**config.mk**
```make
export PLATFORM = sky130hd
export DESIGN_NAME = capture_noise_filter
export DESIGN_NICKNAME = d
export VERILOG_FILES = /design/src/rtl/cnf_pkg.sv /design/src/rtl/cnf_sync.sv /design/src/rtl/cnf_sample_ctrl.sv /design/src/rtl/cnf_run_filter.sv /design/src/rtl/cnf_edge_pulse.sv /design/src/rtl/capture_noise_filter.sv
export SDC_FILE = /design/constraint.sdc
export NUM_CORES = 1
export LEC_CHECK = 0
export BUFFER_PORTS_ARGS = -buffer_cell sky130_fd_sc_hd__buf_2
export CORE_MARGIN = 2
export CORE_UTILIZATION = 30
export CTS_CLUSTER_SIZE = 28
export DETAILED_ROUTE_END_ITERATION = 8
export PLACE_DENSITY = 0.45
export SLEW_MARGIN = 20
export SYNTH_ARGS = -nofsm -noshare
export SYNTH_HDL_FRONTEND = slang
export SYNTH_HIERARCHICAL = 1
export SYNTH_SLANG_ARGS = --single-unit
```
**constraint.sdc**
```tcl
create_clock -name clk -period 2.7 [get_ports clk]
set_clock_uncertainty 0.05 [all_clocks]
set_input_delay 0.135 -clock clk [delete_from_list [all_inputs] [get_ports clk]]
set_output_delay 0.135 -clock clk [all_outputs]
set_load 0.02 [all_outputs]
```
**src/rtl/cnf_pkg.sv**
```systemverilog
package cnf_pkg;
  localparam int unsigned CNF_CODE_W  = 4;
  localparam int unsigned CNF_MAX_RUN = 8;

  // Run length needed by each filter code; every code above 3 uses the longest run.
  function automatic int unsigned cnf_run_of_code(input logic [CNF_CODE_W-1:0] code);
    case (code)
      4'd0:    return 1;
      4'd1:    return 2;
      4'd2:    return 4;
      default: return CNF_MAX_RUN;
    endcase
  endfunction
endpackage

```
**src/rtl/cnf_sync.sv**
```systemverilog
module cnf_sync #(
  parameter int unsigned STAGES = 2
) (
  input  logic clk,
  input  logic rst,
  input  logic d_in,
  output logic d_out
);
  logic [STAGES-1:0] chain_q;

  generate
    for (genvar g = 0; g < STAGES; g++) begin : g_stage
      if (g == 0) begin : g_first
        always_ff @(posedge clk) begin
          if (rst) chain_q[g] <= 1'b0;
          else     chain_q[g] <= d_in;
        end
      end else begin : g_next
        always_ff @(posedge clk) begin
          if (rst) chain_q[g] <= 1'b0;
          else     chain_q[g] <= chain_q[g-1];
        end
      end
    end
  endgenerate

  assign d_out = chain_q[STAGES-1];
endmodule

```
**src/rtl/cnf_sample_ctrl.sv**
```systemverilog
module cnf_sample_ctrl
  import cnf_pkg::*;
#(
  parameter int unsigned CODE_W  = CNF_CODE_W,
  parameter int unsigned MAX_RUN = CNF_MAX_RUN,
  localparam int unsigned RUN_W  = $clog2(MAX_RUN + 1)
) (
  input  logic              dts_tick,
  input  logic [CODE_W-1:0] code,
  output logic              smp_en,
  output logic [RUN_W-1:0]  run_n
);
  always_comb begin
    run_n  = RUN_W'(cnf_run_of_code(4'(code)));
    smp_en = (code == '0) ? dts_tick : 1'b1;
  end
endmodule

```
**src/rtl/cnf_run_filter.sv**
```systemverilog
module cnf_run_filter #(
  parameter int unsigned MAX_RUN = 8,
  localparam int unsigned RUN_W  = $clog2(MAX_RUN + 1)
) (
  input  logic             clk,
  input  logic             rst,
  input  logic             smp,
  input  logic             smp_en,
  input  logic [RUN_W-1:0] run_n,
  output logic             level_q,
  output logic             level_d
);
  localparam logic [RUN_W-1:0] ONE = RUN_W'(1);

  logic [RUN_W-1:0] cnt_q, cnt_d;
  logic             differs;
  logic             done;

  always_comb begin
    differs = smp_en && (smp != level_q);
    done    = differs && ((cnt_q + ONE) >= run_n);
    level_d = level_q;
    cnt_d   = cnt_q;
    if (smp_en) begin
      if (!differs)  cnt_d = '0;
      else if (done) begin
        cnt_d   = '0;
        level_d = smp;
      end else       cnt_d = cnt_q + ONE;
    end
  end

  always_ff @(posedge clk) begin
    if (rst) begin
      level_q <= 1'b0;
      cnt_q   <= '0;
    end else begin
      level_q <= level_d;
      cnt_q   <= cnt_d;
    end
  end

  // without a sample enable the level may not move
  p_hold_without_sample_r3: assert property (@(posedge clk) disable iff (rst)
    !smp_en |=> $stable(level_q));
  // the run count stays below the longest run
  p_count_bounded_r8: assert property (@(posedge clk) disable iff (rst)
    cnt_q < RUN_W'(MAX_RUN));
  // a level change comes only at the end of a complete run
  p_change_after_run_r4: assert property (@(posedge clk) disable iff (rst)
    smp_en && (smp != level_q) && ((cnt_q + ONE) < run_n) |=> $stable(level_q));
  // an agreeing sample clears the run
  p_agree_clears_r8: assert property (@(posedge clk) disable iff (rst)
    smp_en && (smp == level_q) |=> (cnt_q == '0));
endmodule

```
**src/rtl/cnf_edge_pulse.sv**
```systemverilog
module cnf_edge_pulse (
  input  logic clk,
  input  logic rst,
  input  logic level_q,
  input  logic level_d,
  output logic rise_q,
  output logic fall_q
);
  always_ff @(posedge clk) begin
    if (rst) begin
      rise_q <= 1'b0;
      fall_q <= 1'b0;
    end else begin
      rise_q <= level_d && !level_q;
      fall_q <= !level_d && level_q;
    end
  end
endmodule

```
**src/rtl/capture_noise_filter.sv**
```systemverilog
module capture_noise_filter
  import cnf_pkg::*;
#(
  parameter int unsigned SYNC_STAGES = 2,
  parameter int unsigned CODE_W      = CNF_CODE_W,
  parameter int unsigned MAX_RUN     = CNF_MAX_RUN,
  localparam int unsigned RUN_W      = $clog2(MAX_RUN + 1)
) (
  input  logic              clk,
  input  logic              rst,
  input  logic              din_async,
  input  logic              dts_tick,
  input  logic [CODE_W-1:0] flt_code,
  output logic              filt_level,
  output logic              rise_pulse,
  output logic              fall_pulse
);
  logic             smp;
  logic             smp_en;
  logic [RUN_W-1:0] run_n;
  logic             level_d;

  cnf_sync #(.STAGES(SYNC_STAGES)) u_sync (
    .clk(clk), .rst(rst), .d_in(din_async), .d_out(smp)
  );

  cnf_sample_ctrl #(.CODE_W(CODE_W), .MAX_RUN(MAX_RUN)) u_ctrl (
    .dts_tick(dts_tick), .code(flt_code), .smp_en(smp_en), .run_n(run_n)
  );

  cnf_run_filter #(.MAX_RUN(MAX_RUN)) u_filter (
    .clk(clk), .rst(rst), .smp(smp), .smp_en(smp_en), .run_n(run_n),
    .level_q(filt_level), .level_d(level_d)
  );

  cnf_edge_pulse u_edges (
    .clk(clk), .rst(rst), .level_q(filt_level), .level_d(level_d),
    .rise_q(rise_pulse), .fall_q(fall_pulse)
  );

  // a rising strobe accompanies a fresh high level
  p_rise_marks_up_r9: assert property (@(posedge clk) disable iff (rst)
    rise_pulse |-> (filt_level && !$past(filt_level)));
  // a falling strobe accompanies a fresh low level
  p_fall_marks_down_r10: assert property (@(posedge clk) disable iff (rst)
    fall_pulse |-> (!filt_level && $past(filt_level)));
  // the two strobes are exclusive
  p_pulses_exclusive_r10: assert property (@(posedge clk) disable iff (rst)
    $onehot0({rise_pulse, fall_pulse}));
  // every level rise is flagged
  p_rise_flagged_r9: assert property (@(posedge clk) disable iff (rst)
    $rose(filt_level) |-> rise_pulse);
endmodule

```
# After elaboration in Yosys (flattened, before gate mapping)
# Cells that the tools add are included.
[word_totals]
ff_bits = 9
latch_bits = 0
ramBits = 0
mem_bits_ro = 0
inputBits = 8
out_inout_bits = 3
n_memories = 0
[op_classes]
n_addsub = 1
mul = 0
div_mod_pow = 0
magnitude_cmp = 1
eq_ne = 3
n_shift = 0
n_mux = 7
bitwise_logic = 0
n_reduce_logical = 7
[ops]
columns = ["operator", "count"]
rows = [
  ["4-bit case mux with 3 select lines", 1],
  ["4-bit 2-to-1 mux", 2],
  ["4-bit by 1-bit adder with 4-bit output, second input constant", 1],
  ["4-bit by 1-bit == test with 1-bit output, second input constant", 1],
  ["4-bit by 2-bit == test with 1-bit output, second input constant", 1],
  ["4-bit >= comparator", 1],
  ["1-bit logical AND", 4],
  ["4-bit logical NOT", 1],
  ["1-bit 2-to-1 mux", 4],
  ["1-bit logical NOT", 2],
  ["1-bit inequality test", 1],
]

# Depth between registers and ports, before layout
[logic_depth]
word_depth = 9
ltp_mapped = 8
depth_no_buf = 8

# Hierarchy
# Netlist, hierarchy kept.
[by_module_without_submodules]
columns = ["mod", "n_inst", "cells_per_inst", "area_each_um2", "seq_area_each_um2"]
rows = [
  ["cnf_run_filter", 1, 41, 389.1, 100.1],
  ["cnf_edge_pulse", 1, 4, 55.1, 40.0],
  ["cnf_sync", 1, 4, 52.6, 40.0],
  ["cnf_sample_ctrl", 1, 5, 46.3, 0.0],
]

# Least setup slack after synthesis
# OpenSTA, ideal clock, no wires.
[synth_path]
path_kind = "flip-flop to flip-flop"
from = "register u_filter.cnt_q[0]"
to = "register u_edges.rise_q"
setup_time_ns = 0.132
arrival_time_ns = 1.629
required_time_ns = 2.518
slack_ns = 0.889
stages_incl_launch_ff = 9
n_path_buf = 0
synth_period_minus_slack_ns = 1.811
cell_sequence = "dfxtp_1 > ha_1 > xor2_1 > ha_1 > o211ai_1 > a21oi_2 > mux2i_1 > or2_1 > nor3b_1"
[synth_between]
elab_chain_cells = 7
[synth_rtl]
columns = ["item", "line_no", "text"]
rows = [
  ["start: declaration", "cnf_run_filter.sv:15", "logic [RUN_W-1:0] cnt_q, cnt_d;"],
  ["start signal: assignment", "cnf_run_filter.sv:39", "cnt_q <= cnt_d;"],
  ["4-bit by 1-bit adder with 4-bit output", "cnf_run_filter.sv:21", "done = differs && ((cnt_q + ONE) >= run_n);"],
  ["4-bit >= comparator", "cnf_run_filter.sv:21", ""],
  ["1-bit logical AND", "cnf_run_filter.sv:21", ""],
  ["1-bit 2-to-1 mux", "cnf_run_filter.sv:26", "else if (done) begin"],
  ["1-bit 2-to-1 mux", "cnf_run_filter.sv:25", "if (!differs) cnt_d = '0;"],
  ["1-bit 2-to-1 mux", "cnf_run_filter.sv:24", "if (smp_en) begin"],
  ["via level_d", "capture_noise_filter.sv:21", "logic level_d;"],
  ["1-bit logical AND", "cnf_edge_pulse.sv:14", "rise_q <= level_d && !level_q;"],
  ["end signal: assignment", "cnf_edge_pulse.sv:14", ""],
  ["end: declaration", "cnf_edge_pulse.sv:6", "output logic rise_q,"],
]
# The timed path passes the listed nets, and every way through them passes these cells.
# A chain may end at the register's enable or synchronous reset.

# Final worst setup path
# Ends and elaborated chain as after synthesis.

==> results.md <==
- Status: complete, no violations
- CTS tree: yes
- Worst Path Class, Setup: flop to flop
- Cts repair resizes: 0
- Lkg Pwr: between 0.2 and 0.3 nW
- Unique masters post-synth: 27
- Worst path max stage delay: 0.42 ns
- Final Wtd Congestion: slightly above 0.7
- Area leader, netlist: dfxtp_1
- Synth Cell Area: approximately 540 µm²
- # port buffers: 10
- GRT Total Usage: 0.108
- Worst reg2reg startpoint: u_filter/cnt_q[0]$_SDFFE_PP0P_
- Post CTS Setup Buffer Count: 0
- Post-synthesis compound-gate area fraction: 0.191
- Placed cell count: 89
- Unrepaired setup endpoints after global routing: no
- Finish-stage setup viols: 0
- # IOs: 11
- Fin area: about 650 µm²
- Final period util: 0.736
- Worst Path Max Fanout: 5
- Hold endpoint: u_sync/chain_q[0]$_SDFF_PP0_
- Top-area cell type share of the netlist area: 0.332
- Min-delay src: din_async
- H-tree level count: 1
- Hold Crit Depth: 2
- Worst setup SP type: flop
- Num CTS Buffers: 3
- Core ar.: approximately 0.0017 mm²
- Clock insertion delay at the later pin of the skew report: between 0.2 and 0.3 ns
- Register area share after synthesis: 0.332
- Number of flops mapped to enable cells by yosys: 0
- Worst-case hold slack: 0.0364 ns
- Setup TNS: 0 ns
- DRT antenna net count: 0
- Placement row count: 15
- Critical Path, Cell by Cell: nand3_1 -> xnor2_1 -> ha_1 -> o211ai_1 -> a21oi_2 -> mux2i_1 -> or2_1 -> nor3b_1
- Slew margin rel.: 0.780
- Ys Warns: 6
- Fin. Hold Viols: 0
- Setup WS post-layout: 0.713 ns
- DR DRC count: 0
- Per-cell routed wire length: 10.0 µm
- CTS Hold Buffers Added: 0
- Post-synthesis cell count: 54
- Vias in the first global route: ~350
- # clock sinks: 9
- Diodes inserted: 0
- Reg2reg path depth: 8
- Pin count of the biggest net entering global routing: 13
- Crit path DAT: about 2.1 ns
- Die width: around 47 µm
- Power per cell area: 417 mW/mm²
- #FFs+latches synth: 9
- Crit-path leading delay family: simple AND/OR/NAND/NOR gates
- Synth top cells by count: dfxtp_1, inv_1, ha_1
- Via Count: roughly 420
- Vias per inst: 4.53
- Final Util: 0.381
- Initial core utilization: 0.318
- Total routed wirelength: roughly 930 µm
- Antenna violations before repair: 0
- Crit path capture type: flop
- RR Endpoint: u_edges/rise_q$_SDFF_PP0_
- CP max-delay cell: dfxtp_1
- Synth async-reset ratio: 0
- Post-Synth Adder-Cell Area: 0.115
- Max Slew Vio Count: 0
- Critical path required time: approximately 2.8 ns
- Primary FF master, synth: dfxtp_1
- Nets@finish: 82
- Post-placement cell area: about 620 µm²
- Final cell count without fillers: 93
- Net Count, Synth: 67
- DIE AREA: between 0.002 and 0.0025 mm²
- Design Power: approximately 0.27 mW
- Worst Path Buf+Inv: 0
- Synth Area in XOR/XNOR: 0.0484
- First-pass GRT wire length: approximately 1.5 mm
- Worst-Margin Slew: 0.329 ns
- Setup WS pre-CTS: a little over 0.7 ns
- CTS clk-pin slew, worst paths: 0.06 ns
- VDD IR-drop max: ~0.24 mV
- DR pass1 iterations: 3
- Post-synthesis mux area share: 0.0184
- Largest cells by area after synthesis: dfxtp_1, ha_1, nand2b_1
- P&R area growth vs syn: 19.8%
- Post-Synth Simple-Gate Area: 0.253
- Syn_area_per_cell: ~10 µm²
- DP HPWL: ~750 µm
- DRT iter0 DRCs: 8
- Count leader, synth: dfxtp_1
- F_max: about 500 MHz
- CTS root buffer: clkbuf_4
- Largest family of logic cells by synthesized area: simple AND/OR/NAND/NOR gates
- Fin crit period: ~2.0 ns
- Max-cap viol count: 0
- Layout cells sized above 1: 0.309
- Worst hold path class: input port to flop
- Clock buffer depth: 2
- Total gr overflow: 0
- Reg-to-reg slack, setup: around 0.71 ns
- Die H: about 47 µm
worst max-delay path by stage:
stage | from | to | cells past startpoint
2_1_floorplan | u_filter/cnt_q[0]$_SDFFE_PP0P_ | u_edges/rise_q$_SDFF_PP0_ | 8
3_3_place_gp | u_filter/cnt_q[0]$_SDFFE_PP0P_ | u_edges/fall_q$_SDFF_PP0_ | 7
5_1_grt | u_filter/cnt_q[0]$_SDFFE_PP0P_ | u_edges/fall_q$_SDFF_PP0_ | 7
6_report | u_filter/cnt_q[0]$_SDFFE_PP0P_ | u_edges/rise_q$_SDFF_PP0_ | 8
3_5_place_dp | u_filter/cnt_q[0]$_SDFFE_PP0P_ | u_edges/rise_q$_SDFF_PP0_ | 8
4_1_cts | u_filter/cnt_q[0]$_SDFFE_PP0P_ | u_edges/fall_q$_SDFF_PP0_ | 7
power breakdown:
| group | internal [mW] | switching [mW] |
|---|---|---|
| Sequential | 0.135 | 0.00176 |
| Clock | 0.0570 | 0.0471 |
| Combinational | 0.0143 | 0.0156 |
| Total | 0.207 | 0.0645 |
routing by layer:
metal  vias to the layer above  wire length (µm)  track usage
met5                         -                 0            0
met4                         0                12       0.0857
met3                         2                36       0.0353
met2                         6               394        0.142
met1                       189               489        0.140
li1                        224                 -            -
logic make-up (layout without fill, tap and decap cells):
logic type               after synthesis  after routing
AO/OA/AOI/OAI                         12             12
XOR/XNOR                               3              3
adder cells (fa/ha/maj)                5              5
buffers and inverters                  6             20
flip-flops                             9              9
multiplexers                           1              1
AND/OR/NAND/NOR                       18             18
layout by cell type (no fill, tap or decap), types with 3 or more instances in the layout:
cell      count
buf_2        10
clkbuf_4      3
dfxtp_1       9
ha_1          5
inv_1         6
nand2b_1      4
state kept, by name, indices dropped and copies added, names as in the netlist:
signal and cells:
u_edges/fall_q 1, u_sync/chain_q 1, u_sync/d_out 1, u_edges/rise_q 1
u_filter/level_q 1, u_filter/cnt_q 4
final cells by class:
type,count,area (µm²)
Fill cell,177,1060
Clock buffer,4,26.3
Multi-Input combinational cell,39,340
Inverter,6,22.5
Timing Repair Buffer,10,50.0
Sequential cell,9,180
Tap cell,25,31.3
Power figures use the tool's default switching activity.
